**src/rtl/irqb_pkg.sv**
```systemverilog
package irqb_pkg;
    localparam int unsigned OFS_PEND = 'h058;
    localparam int unsigned OFS_CLR  = 'h0D4;
    localparam int unsigned OFS_MASK = 'h0DC;
    localparam int unsigned OFS_BELL = 'h08D;

    typedef enum logic [2:0] {
        SEL_NONE,
        SEL_PEND,
        SEL_CLR,
        SEL_MASK,
        SEL_BELL
    } reg_sel_e;
endpackage

```
**src/rtl/irqb_dec.sv**
```systemverilog
module irqb_dec
    import irqb_pkg::*;
#(
    parameter int unsigned ADDR_W = 9
) (
    input  logic [ADDR_W-1:0] addr,
    output reg_sel_e          sel
);
    always_comb begin
        sel = SEL_NONE;
        if (addr == ADDR_W'(OFS_PEND)) sel = SEL_PEND;
        if (addr == ADDR_W'(OFS_CLR))  sel = SEL_CLR;
        if (addr == ADDR_W'(OFS_MASK)) sel = SEL_MASK;
        if (addr == ADDR_W'(OFS_BELL)) sel = SEL_BELL;
    end
endmodule

```
**src/rtl/irqb_s2h.sv**
```systemverilog
module irqb_s2h #(
    parameter int unsigned W = 8
) (
    input  logic         clk,
    input  logic         rst_n,
    input  logic [W-1:0] evt,
    input  logic         clr_we,
    input  logic         mask_we,
    input  logic [W-1:0] wdata,
    output logic [W-1:0] pend,
    output logic [W-1:0] mask,
    output logic         irq_n
);
    typedef struct packed {
        logic [W-1:0] pend;
        logic [W-1:0] mask;
    } s2h_t;

    s2h_t st_d, st_q;

    always_comb begin
        st_d = st_q;
        // a new event is OR-ed in after the clear, so the event wins
        if (clr_we) st_d.pend = st_q.pend & ~wdata;
        st_d.pend = st_d.pend | evt;
        if (mask_we) st_d.mask = wdata;
    end

    always_ff @(posedge clk) begin
        if (!rst_n) st_q <= '0;
        else        st_q <= st_d;
    end

    assign pend  = st_q.pend;
    assign mask  = st_q.mask;
    assign irq_n = ~|(st_q.pend & st_q.mask);
endmodule

```
**src/rtl/irqb_h2s.sv**
```systemverilog
module irqb_h2s #(
    parameter int unsigned W = 8
) (
    input  logic         clk,
    input  logic         rst_n,
    input  logic         set_we,
    input  logic [W-1:0] wdata,
    input  logic [W-1:0] ack,
    output logic [W-1:0] bell
);
    logic [W-1:0] bell_d, bell_q;

    always_comb begin
        bell_d = bell_q & ~ack;
        // a host write applies after the acknowledge, so the write wins
        if (set_we) bell_d = bell_d | wdata;
    end

    always_ff @(posedge clk) begin
        if (!rst_n) bell_q <= '0;
        else        bell_q <= bell_d;
    end

    assign bell = bell_q;
endmodule

```
**src/rtl/irq_regbank.sv**
```systemverilog
module irq_regbank
    import irqb_pkg::*;
#(
    parameter int unsigned ADDR_W = 9,
    parameter int unsigned DATA_W = 8
) (
    input  logic              clk,
    input  logic              rst_n,
    input  logic [ADDR_W-1:0] hst_addr,
    input  logic              hst_wr,
    input  logic [DATA_W-1:0] hst_wdata,
    output logic [DATA_W-1:0] hst_rdata,
    input  logic [DATA_W-1:0] evt_i,
    output logic              irq_n_o,
    output logic [DATA_W-1:0] h2s_o,
    input  logic [DATA_W-1:0] h2s_ack_i
);
    reg_sel_e          sel;
    logic [DATA_W-1:0] pend_w;
    logic [DATA_W-1:0] mask_w;
    logic [DATA_W-1:0] bell_w;

    irqb_dec #(.ADDR_W(ADDR_W)) u_dec (
        .addr (hst_addr),
        .sel  (sel)
    );

    irqb_s2h #(.W(DATA_W)) u_s2h (
        .clk     (clk),
        .rst_n   (rst_n),
        .evt     (evt_i),
        .clr_we  (hst_wr && sel == SEL_CLR),
        .mask_we (hst_wr && sel == SEL_MASK),
        .wdata   (hst_wdata),
        .pend    (pend_w),
        .mask    (mask_w),
        .irq_n   (irq_n_o)
    );

    irqb_h2s #(.W(DATA_W)) u_h2s (
        .clk    (clk),
        .rst_n  (rst_n),
        .set_we (hst_wr && sel == SEL_BELL),
        .wdata  (hst_wdata),
        .ack    (h2s_ack_i),
        .bell   (bell_w)
    );

    always_comb begin
        unique case (sel)
            SEL_PEND: hst_rdata = pend_w;
            SEL_MASK: hst_rdata = mask_w;
            SEL_BELL: hst_rdata = bell_w;
            default:  hst_rdata = '0;
        endcase
    end

    assign h2s_o = bell_w;
endmodule

```
**config.mk**
```make
export PLATFORM = sky130hd
export DESIGN_NAME = irq_regbank
export DESIGN_NICKNAME = d
export VERILOG_FILES = /design/src/rtl/irqb_pkg.sv /design/src/rtl/irqb_dec.sv /design/src/rtl/irqb_s2h.sv /design/src/rtl/irqb_h2s.sv /design/src/rtl/irq_regbank.sv
export SDC_FILE = /design/constraint.sdc
export NUM_CORES = 1
export LEC_CHECK = 0
export BUFFER_PORTS_ARGS = -buffer_cell sky130_fd_sc_hd__buf_4
export CORE_AREA = 10 10 63 65
export DETAILED_ROUTE_END_ITERATION = 7
export DIE_AREA = 0 0 73 75
export GPL_TIMING_DRIVEN = 0
export PLACE_DENSITY = 0.77
export SLEW_MARGIN = 20
export SYNTH_ARGS = -nofsm -noshare
export SYNTH_HDL_FRONTEND = slang
export SYNTH_SLANG_ARGS = --single-unit
```
**constraint.sdc**
```tcl
create_clock -name clk -period 1.2 [get_ports clk]
set_input_delay 0.06 -clock clk [delete_from_list [all_inputs] [get_ports clk]]
set_output_delay 0.06 -clock clk [all_outputs]
set_load 0.05 [all_outputs]
```
; Word level (Yosys, flattened, before mapping)
; Index checks and enable logic that the tools add are counted.
[classes]
bitwise = 7
addsub = 0
mux = 7
n_eq_ne = 8
magnitude_cmp = 0
n_reduce_logical = 5
div = 0
multipliers = 0
shift = 0
[op_table]
columns = operator, count
row1 = $eq A9 B8 Y1 const B, 3
row2 = $and A8 B8 Y8, 3
row3 = $pmux W8 S3, 1
row4 = $mux W8, 2
row5 = $not A8 Y8, 2
row6 = $or A8 B8 Y8, 2
row7 = $eq A9 B7 Y1 const B, 1
row8 = $reduce_or A8 Y1, 1
row9 = $eq A3 B2 Y1 const B, 2
row10 = $mux W2, 2
row11 = $eq A3 B1 Y1 const B, 1
row12 = $eq A3 B3 Y1 const B, 1
row13 = $logic_and A1 B1 Y1, 3
row14 = $mux W3, 1
row15 = $logic_not A1 Y1, 1
row16 = $mux W1, 1
[word_totals]
input_bits = 36
ff_bits = 24
mem_bits_ro = 0
memories = 0
out_inout_bits = 17
latchBits = 0
ramBits = 0

; Logic depth before layout (Yosys ltp)
; Gate-level depths: netlist (run 1).
[logic_depth]
depth_word = 9
mapped_depth = 5

; Modules after synthesis
; From an unflattened synthesis (run 1), not the netlist that was laid out.
[hier_totals]
hier_cells = 121
area_unflattened_um2 = 1263.7
[by_module_without_submodules]
columns = module, area_each_um2, n_inst, seq_area_each_um2, cells_per_inst
row1 = irqb_s2h, 628.1, 1, 320.3, 55
row2 = irqb_h2s, 341.6, 1, 160.2, 33
row3 = irq_regbank, 209.0, 1, 0.0, 24
row4 = irqb_dec, 85.1, 1, 0.0, 9

; Worst setup path after synthesis (run 1)
; Ideal clock, no wire load.
[synth_timing]
path_kind = reg-to-output
from = register u_h2s.bell_q[1] (netlist: u_h2s.bell[1])
to = output port hst_rdata[1]
required_time_ns = 1.140
path_slack_ns = -0.028
stages_incl_launch_ff = 3
arrival_ns = 1.168
path_buffers = 0
path_cell_list = dfxtp_1 > nand4b_1 > nand3_1
[synth_via]
elab_chain_cells = 1
[synth_lines]
columns = item, line
row1 = "start, declared", irqb_h2s.sv:11  ; logic [W-1:0] bell_d, bell_q;
row2 = "start signal, assigned", irqb_h2s.sv:21  ; else bell_q <= bell_d;
row3 = $pmux W8 S3, irq_regbank.sv:50  ; unique case (sel)
row4 = "end, declared", irq_regbank.sv:12  ; output logic [DATA_W-1:0] hst_rdata,
; Every way passes these cells.

; Worst setup path after layout (run 1)
[layout_timing]
from = register u_s2h.st_q (netlist bit u_s2h.mask[0])
to = output port irq_n_o
[layout_via]
elab_chain_cells = 3
[layout_lines]
columns = item, line
row1 = "start, declared", irqb_s2h.sv:19  ; s2h_t st_d, st_q;
row2 = "start signal, assigned", irqb_s2h.sv:31  ; else st_q <= st_d;
row3 = $and A8 B8 Y8, irqb_s2h.sv:36  ; assign irq_n = ~|(st_q.pend & st_q.mask);
row4 = $reduce_or A8 Y1, irqb_s2h.sv:36
row5 = $logic_not A1 Y1, irqb_s2h.sv:36
row6 = "end, declared", irq_regbank.sv:14  ; output logic irq_n_o,
; Every way passes these cells.

==> results of run 1 <==
==> final cells by class <==
cell class | count | share of cell area
plain buffers | 10 | 0.0438
repair buffers | 83 | 0.334
inverters | 8 | 0.0136
flip-flops and latches | 24 | 0.230
clock buffers | 3 | 0.0102
well taps | 31 | 0.0176
clock inverters | 1 | 0.0136
multi-input cells | 102 | 0.337
==> worst max path at each step <==
stage	start	end	slack, ns	depth (start not counted)
5_1_grt	u_s2h.mask[0]	irq_n_o	-0.20	3
3_3_place_gp	hst_addr[7]	hst_rdata[0]	-0.22	5
6_report	u_s2h.mask[0]	irq_n_o	-0.15	3
3_5_place_dp	hst_addr[7]	hst_rdata[6]	-0.27	5
2_1_floorplan	u_h2s.bell[1]	hst_rdata[1]	0.09	2
4_1_cts	u_s2h.mask[3]	irq_n_o	-0.12	3
==> state kept, by name (all words and copies together) (netlist names) <==
name and count:
u_h2s.bell 8, u_s2h.pend 8, u_s2h.mask 8
==> worst reg2reg max path, stage by stage (launching register included) <==
cell and delay [ns]:
dfxtp_2 0.36, buf_6 0.11, o21ai_0 0.17, a31oi_1 0.07
==> cells in the final DEF, fill, tap and decap left out <==
master,instances
nand4b_1,8
clkbuf_4,3
bufinv_16,1
buf_6,10
nand4_1,16
nand3_2,8
a31oi_1,8
buf_4,53
and4_1,2
and3b_1,1
dfxtp_2,21
nor2_1,1
clkbuf_8,1
inv_1,8
and4bb_2,1
nand4_4,1
dlygate4sd3_1,21
a22oi_2,2
and4bb_1,1
a22oi_1,2
nand3b_1,8
o21ai_0,16
clkbuf_1,3
nand4b_2,1
clkbuf_16,1
nand2_1,16
nor2b_2,1
dfxtp_1,3
mux2i_1,8
nor4_4,1
buf_8,4
==> routing by layer <==
metal | global-route usage | vias to the layer above | share of wire
li1 | - | 721 | -
met2 | 0.313 | 89 | 0.51
met1 | 0.213 | 761 | 0.40
met5 | 0 | - | 0
met4 | 0.0717 | 0 | 0.018
met3 | 0.0512 | 11 | 0.072
==> report_power, final <==
part | total [mW] | switching [mW] | internal [mW]
Combinational | 0.315 | 0.129 | 0.185
Sequential | 0.836 | 0.0170 | 0.819
Clock | 0.628 | 0.290 | 0.339
==> cells by family after synthesis <==
kind of cell,Yosys count,share of synthesized area
mux,8,0.0635
simple gates,66,0.349
compound gates,28,0.127
buf+inv,19,0.0794
flops,24,0.381
==> timing repair <==
item                                    in CTS  in global routing
endpoints found under the setup margin       9                  9
pin swaps                                    4                  6
setup buffers                                6                  3
hold buffers                                18                  3
gates cloned                                 0                  1
hold endpoints to repair                    11                  3
gates resized for setup                     16                 29
==> metrics, run 1 <==
status=complete, but fails checks; failing checks=negative hold slack, negative setup slack; Top delay family on crit path=flip-flops; initial antenna violation count=0; clock sinks=24; final cell count without fillers=262; gpl congestion=0.774; grt ovf=0; Netlist cell types=24; IO buf count=52; Worst Slack Setup Final=-0.154 ns; most instantiated cells after synthesis=dfxtp_1, nand2_1, nand4_1, o21ai_0; Post-synth EDFFs=0; first-pass GRT wire length=8.11 mm; leading cell type by number of instances after synthesis=dfxtp_1; Starting DRT DRC Count=83; unrepaired setup endpoints after global routing=true; hpwl dp=3.24 mm; Max clock buf depth=2; Tot GR Track Use=0.184; Synth Warn #=0; Startpoint Class=flop; routed vias/inst=6.04; Synth Area per Inst=8.70 um2; Critical path buffers and inverters=1; DP Area=0.00173 mm2; Hold Vio Cnt, Final=2; Die ar.=0.00548 mm2; top_reg_cell synth=dfxtp_1; Cells after Synth=145; relative slew slack=0.630; top post-synthesis cells by area=dfxtp_1, nand4_1, mux2i_1, o21ai_0, nand4b_1; HP Start=h2s_ack_i[5]; Final #Nets=268; dpl ws=-0.270 ns; max-slew violation count=0; leakage=1.06 nW; Multi-input gate area=742 um2; hold crit path type=in2reg; r2r startpoint=u_s2h.pend[0]; layout cell share with drive strength beyond 1=0.472; Post-synth ARST share=0; Routed wire per std cell=20.1 um; Slew @ Worst Pin=0.555 ns; hold depth=3; Power Dens Cells=808 mW/mm2; width of the die=73 um; largest net degree at the start of global routing=15; n_diodes=0; Yosys top cell area share=0.381; critical path endpoint category=output port; Fin Hold WS=-0.0209 ns; Routed Antenna Nets=0; post-route clock period utilization=1.13; H-tree depth=1; CP arrival=1.29 ns; Rows=19; worst reg2reg path endpoint=u_s2h.pend[0]; # fillers=178; Final Power=1.78 mW; Worst Hold End=u_h2s.bell[5]; Max FO, Critical Path=3; register area share after synthesis=0.381; Post-Syn Area=0.00126 mm2; r2r setup slk=0.39 ns; Worst-Skew Late Latency=0.34 ns; synthesized flop and latch total=24; Root Buffer Master=clkbuf_4; Die Ht=75 um; slowest CP cell=dfxtp_2; Synth-to-Final Area Change=74.5%; Setup Skew=0 ns; vias post-DR=1,582; Final setup viols=2; Worst EP required=1.14 ns; Placeable Area=0.00271 mm2; vias in the first global route=1,637; Ports=53; Detailed Routing Iterations Pass 1=4; Initial Util=0.465; max-cap violations=0; CTS tree=done; final WL=5.27 mm; Worst-path clk slew=0.15 ns; Final Cell Area=0.00220 mm2; FF/Latch Area=507 um2; R2R depth=3; Max Fclk=738 MHz; largest area contributor in the netlist=dfxtp_1; placed cells=228; crit path cell chain=a22oi_2 -> and4_1 -> buf_6; fin util=0.812; setup_tns=-0.187 ns; CP Class=reg2out; Remaining DRCs=0; peak supply drop=0.000828 V; syn_nets=181; slowest stage delay, CP=0.37 ns; Final Critical Period=1.35 ns; cts bufs inserted=3
No activity file was read; power rests on OpenSTA's default activity.
==> run 2: changes to the inputs <==
--- a/config.mk
+++ b/config.mk
@@ -6,11 +6,13 @@
 export NUM_CORES = 1
 export LEC_CHECK = 0
 export BUFFER_PORTS_ARGS = -buffer_cell sky130_fd_sc_hd__buf_4
-export CORE_AREA = 10 10 63 65
+export CELL_PAD_IN_SITES_DETAIL_PLACEMENT = 1
+export CELL_PAD_IN_SITES_GLOBAL_PLACEMENT = 1
+export CORE_AREA = 10 10 73 75
 export DETAILED_ROUTE_END_ITERATION = 7
-export DIE_AREA = 0 0 73 75
+export DIE_AREA = 0 0 83 85
 export GPL_TIMING_DRIVEN = 0
-export PLACE_DENSITY = 0.77
+export PLACE_DENSITY_LB_ADDON = 0.1
 export SLEW_MARGIN = 20
 export SYNTH_ARGS = -nofsm -noshare
 export SYNTH_HDL_FRONTEND = slang
==> metrics, run 2 (synthesis results as in run 1) <==
status=complete, but fails checks; failing checks=negative setup slack; clock sinks=24; Worst-Skew Late Latency=0.27 ns; Final setup viols=1; Final Critical Period=1.27 ns; hold crit path type=in2reg; cts bufs inserted=3; Max FO, Critical Path=2; relative slew slack=0.617; Die Ht=85 um; Worst-path clk slew=0.09 ns; HP Start=evt_i[3]; final cell count without fillers=268; vias post-DR=1,449; Power Dens Cells=765 mW/mm2; width of the die=83 um; Worst Slack Setup Final=-0.0697 ns; CTS tree=done; Ports=53; post-route clock period utilization=1.06; Slew @ Worst Pin=0.574 ns; Startpoint Class=flop; IO buf count=52; Routed Antenna Nets=0; commonest non-fill, non-tap cell in the layout=buf_4; r2r startpoint=u_s2h.pend[7]; largest net degree at the start of global routing=13; Synth-to-Final Area Change=65.9%; initial antenna violation count=0; crit path launch=u_s2h.mask[0]; vias in the first global route=1,531; CP arrival=1.21 ns; n_diodes=0; final WL=5.17 mm; Routed wire per std cell=19.3 um; critical path endpoint category=output port; peak supply drop=0.000430 V; Max clock buf depth=2; leakage=1.00 nW; hpwl dp=3.77 mm; Remaining DRCs=0; Initial Util=0.322; Detailed Routing Iterations Pass 1=4; Final Power=1.60 mW; first-pass GRT wire length=8.08 mm; max-cap violations=0; grt ovf=0; slowest stage delay, CP=0.33 ns; Root Buffer Master=clkbuf_8; Tot GR Track Use=0.138; most frequent cells in the layout=buf_4, dfxtp_1, nand4_1, nand2_1, o21ai_0; slowest CP cell=dfxtp_2; placed cells=247; layout cell share with drive strength beyond 1=0.436; crit path cell chain=a22oi_2 -> and4_1 -> buf_6; Placeable Area=0.00391 mm2; routed vias/inst=5.41; Die ar.=0.00706 mm2; Starting DRT DRC Count=121; H-tree depth=1; unrepaired setup endpoints after global routing=true; gpl congestion=0.789; CP Class=reg2out; max-slew violation count=0; Final #Nets=256; Setup Skew=0 ns; Max Fclk=788 MHz; Rows=23; Hold Vio Cnt, Final=0; Worst EP required=1.14 ns
run 2: changes by cell type in the layout (fill, tap and decap cells not counted), sizes merged:
cell / previous run / this run
bufinv: 1 / 0
dlygate4sd3: 21 / 8
clkbuf: 8 / 9
run 2: final cells by class:
cell class                 instances  area (um2)
tap                               50        62.6
timing repair buffer              70         619
buffer                            11         101
sequential                        24         488
fill                             473        1820
clock buffer                       3        41.3
inverter                           8        30.0
multi-input combinational        102         749
run 2: critical path, delay by kind of cell, from the launching register on:
kind	cells	cell delay, ns
buffers and inverters	1	0.16
AND/OR/NAND/NOR	1	0.24
AO/OA/AOI/OAI	1	0.20
flip-flops	1	0.33
run 2: report_power, final:
| part | internal, mW | switching, mW | total [mW] |
|---|---|---|---|
| clock network | 0.225 | 0.265 | 0.490 |
| logic | 0.156 | 0.118 | 0.274 |
| registers | 0.817 | 0.0191 | 0.836 |
run 2: per-stage QoR:
| step | instance area (um2) | hold slack [ns] | setup WS [ns] | util | TNS [ns] |
|---|---|---|---|---|---|
| 3_5_place_dp | 1750 | 0.264 | -0.303 | 0.448 | -2.99 |
| 3_3_place_gp | 1750 | 0.256 | -0.252 | 0.448 | -2.58 |
| 5_1_grt | 2090 | 0.0532 | -0.103 | 0.535 | -0.194 |
| 6_report | 2090 | 0.0399 | -0.0697 | 0.535 | -0.0697 |
| 4_1_cts | 1970 | 0.0447 | -0.0765 | 0.504 | -0.0765 |
| 2_1_floorplan | 1300 | 0.161 | 0.0876 | - | 0 |
run 2: routing by layer:
layer  global-route usage  vias up  routed length, um
met5                    0        -                  0
met4               0.0418        0                112
met3               0.0239       10                262
met2                0.246       54               2600
met1                0.163      686               2190
li1                     -      699                  -
run 2: what timing repair did:
action / CTS / global route
pin swaps: 4 / 3
endpoints found under the setup margin: 9 / 9
endpoints found under the hold margin: 8 / 0
hold buffers: 8 / 0
gates resized for setup: 17 / 19
gates cloned: 0 / 1
buffers inserted: 5 / 4
run 2: path summary, 6_finish.rpt:
kind | cells past startpoint | to | slack [ns]
worst min register to register | 2 | u_s2h.mask[3] | 0.49
worst min-delay path | 3 | u_s2h.pend[3] | 0.04
worst max-delay path | 3 | irq_n_o | -0.07
worst max register to register | 2 | u_s2h.pend[7] | 0.45
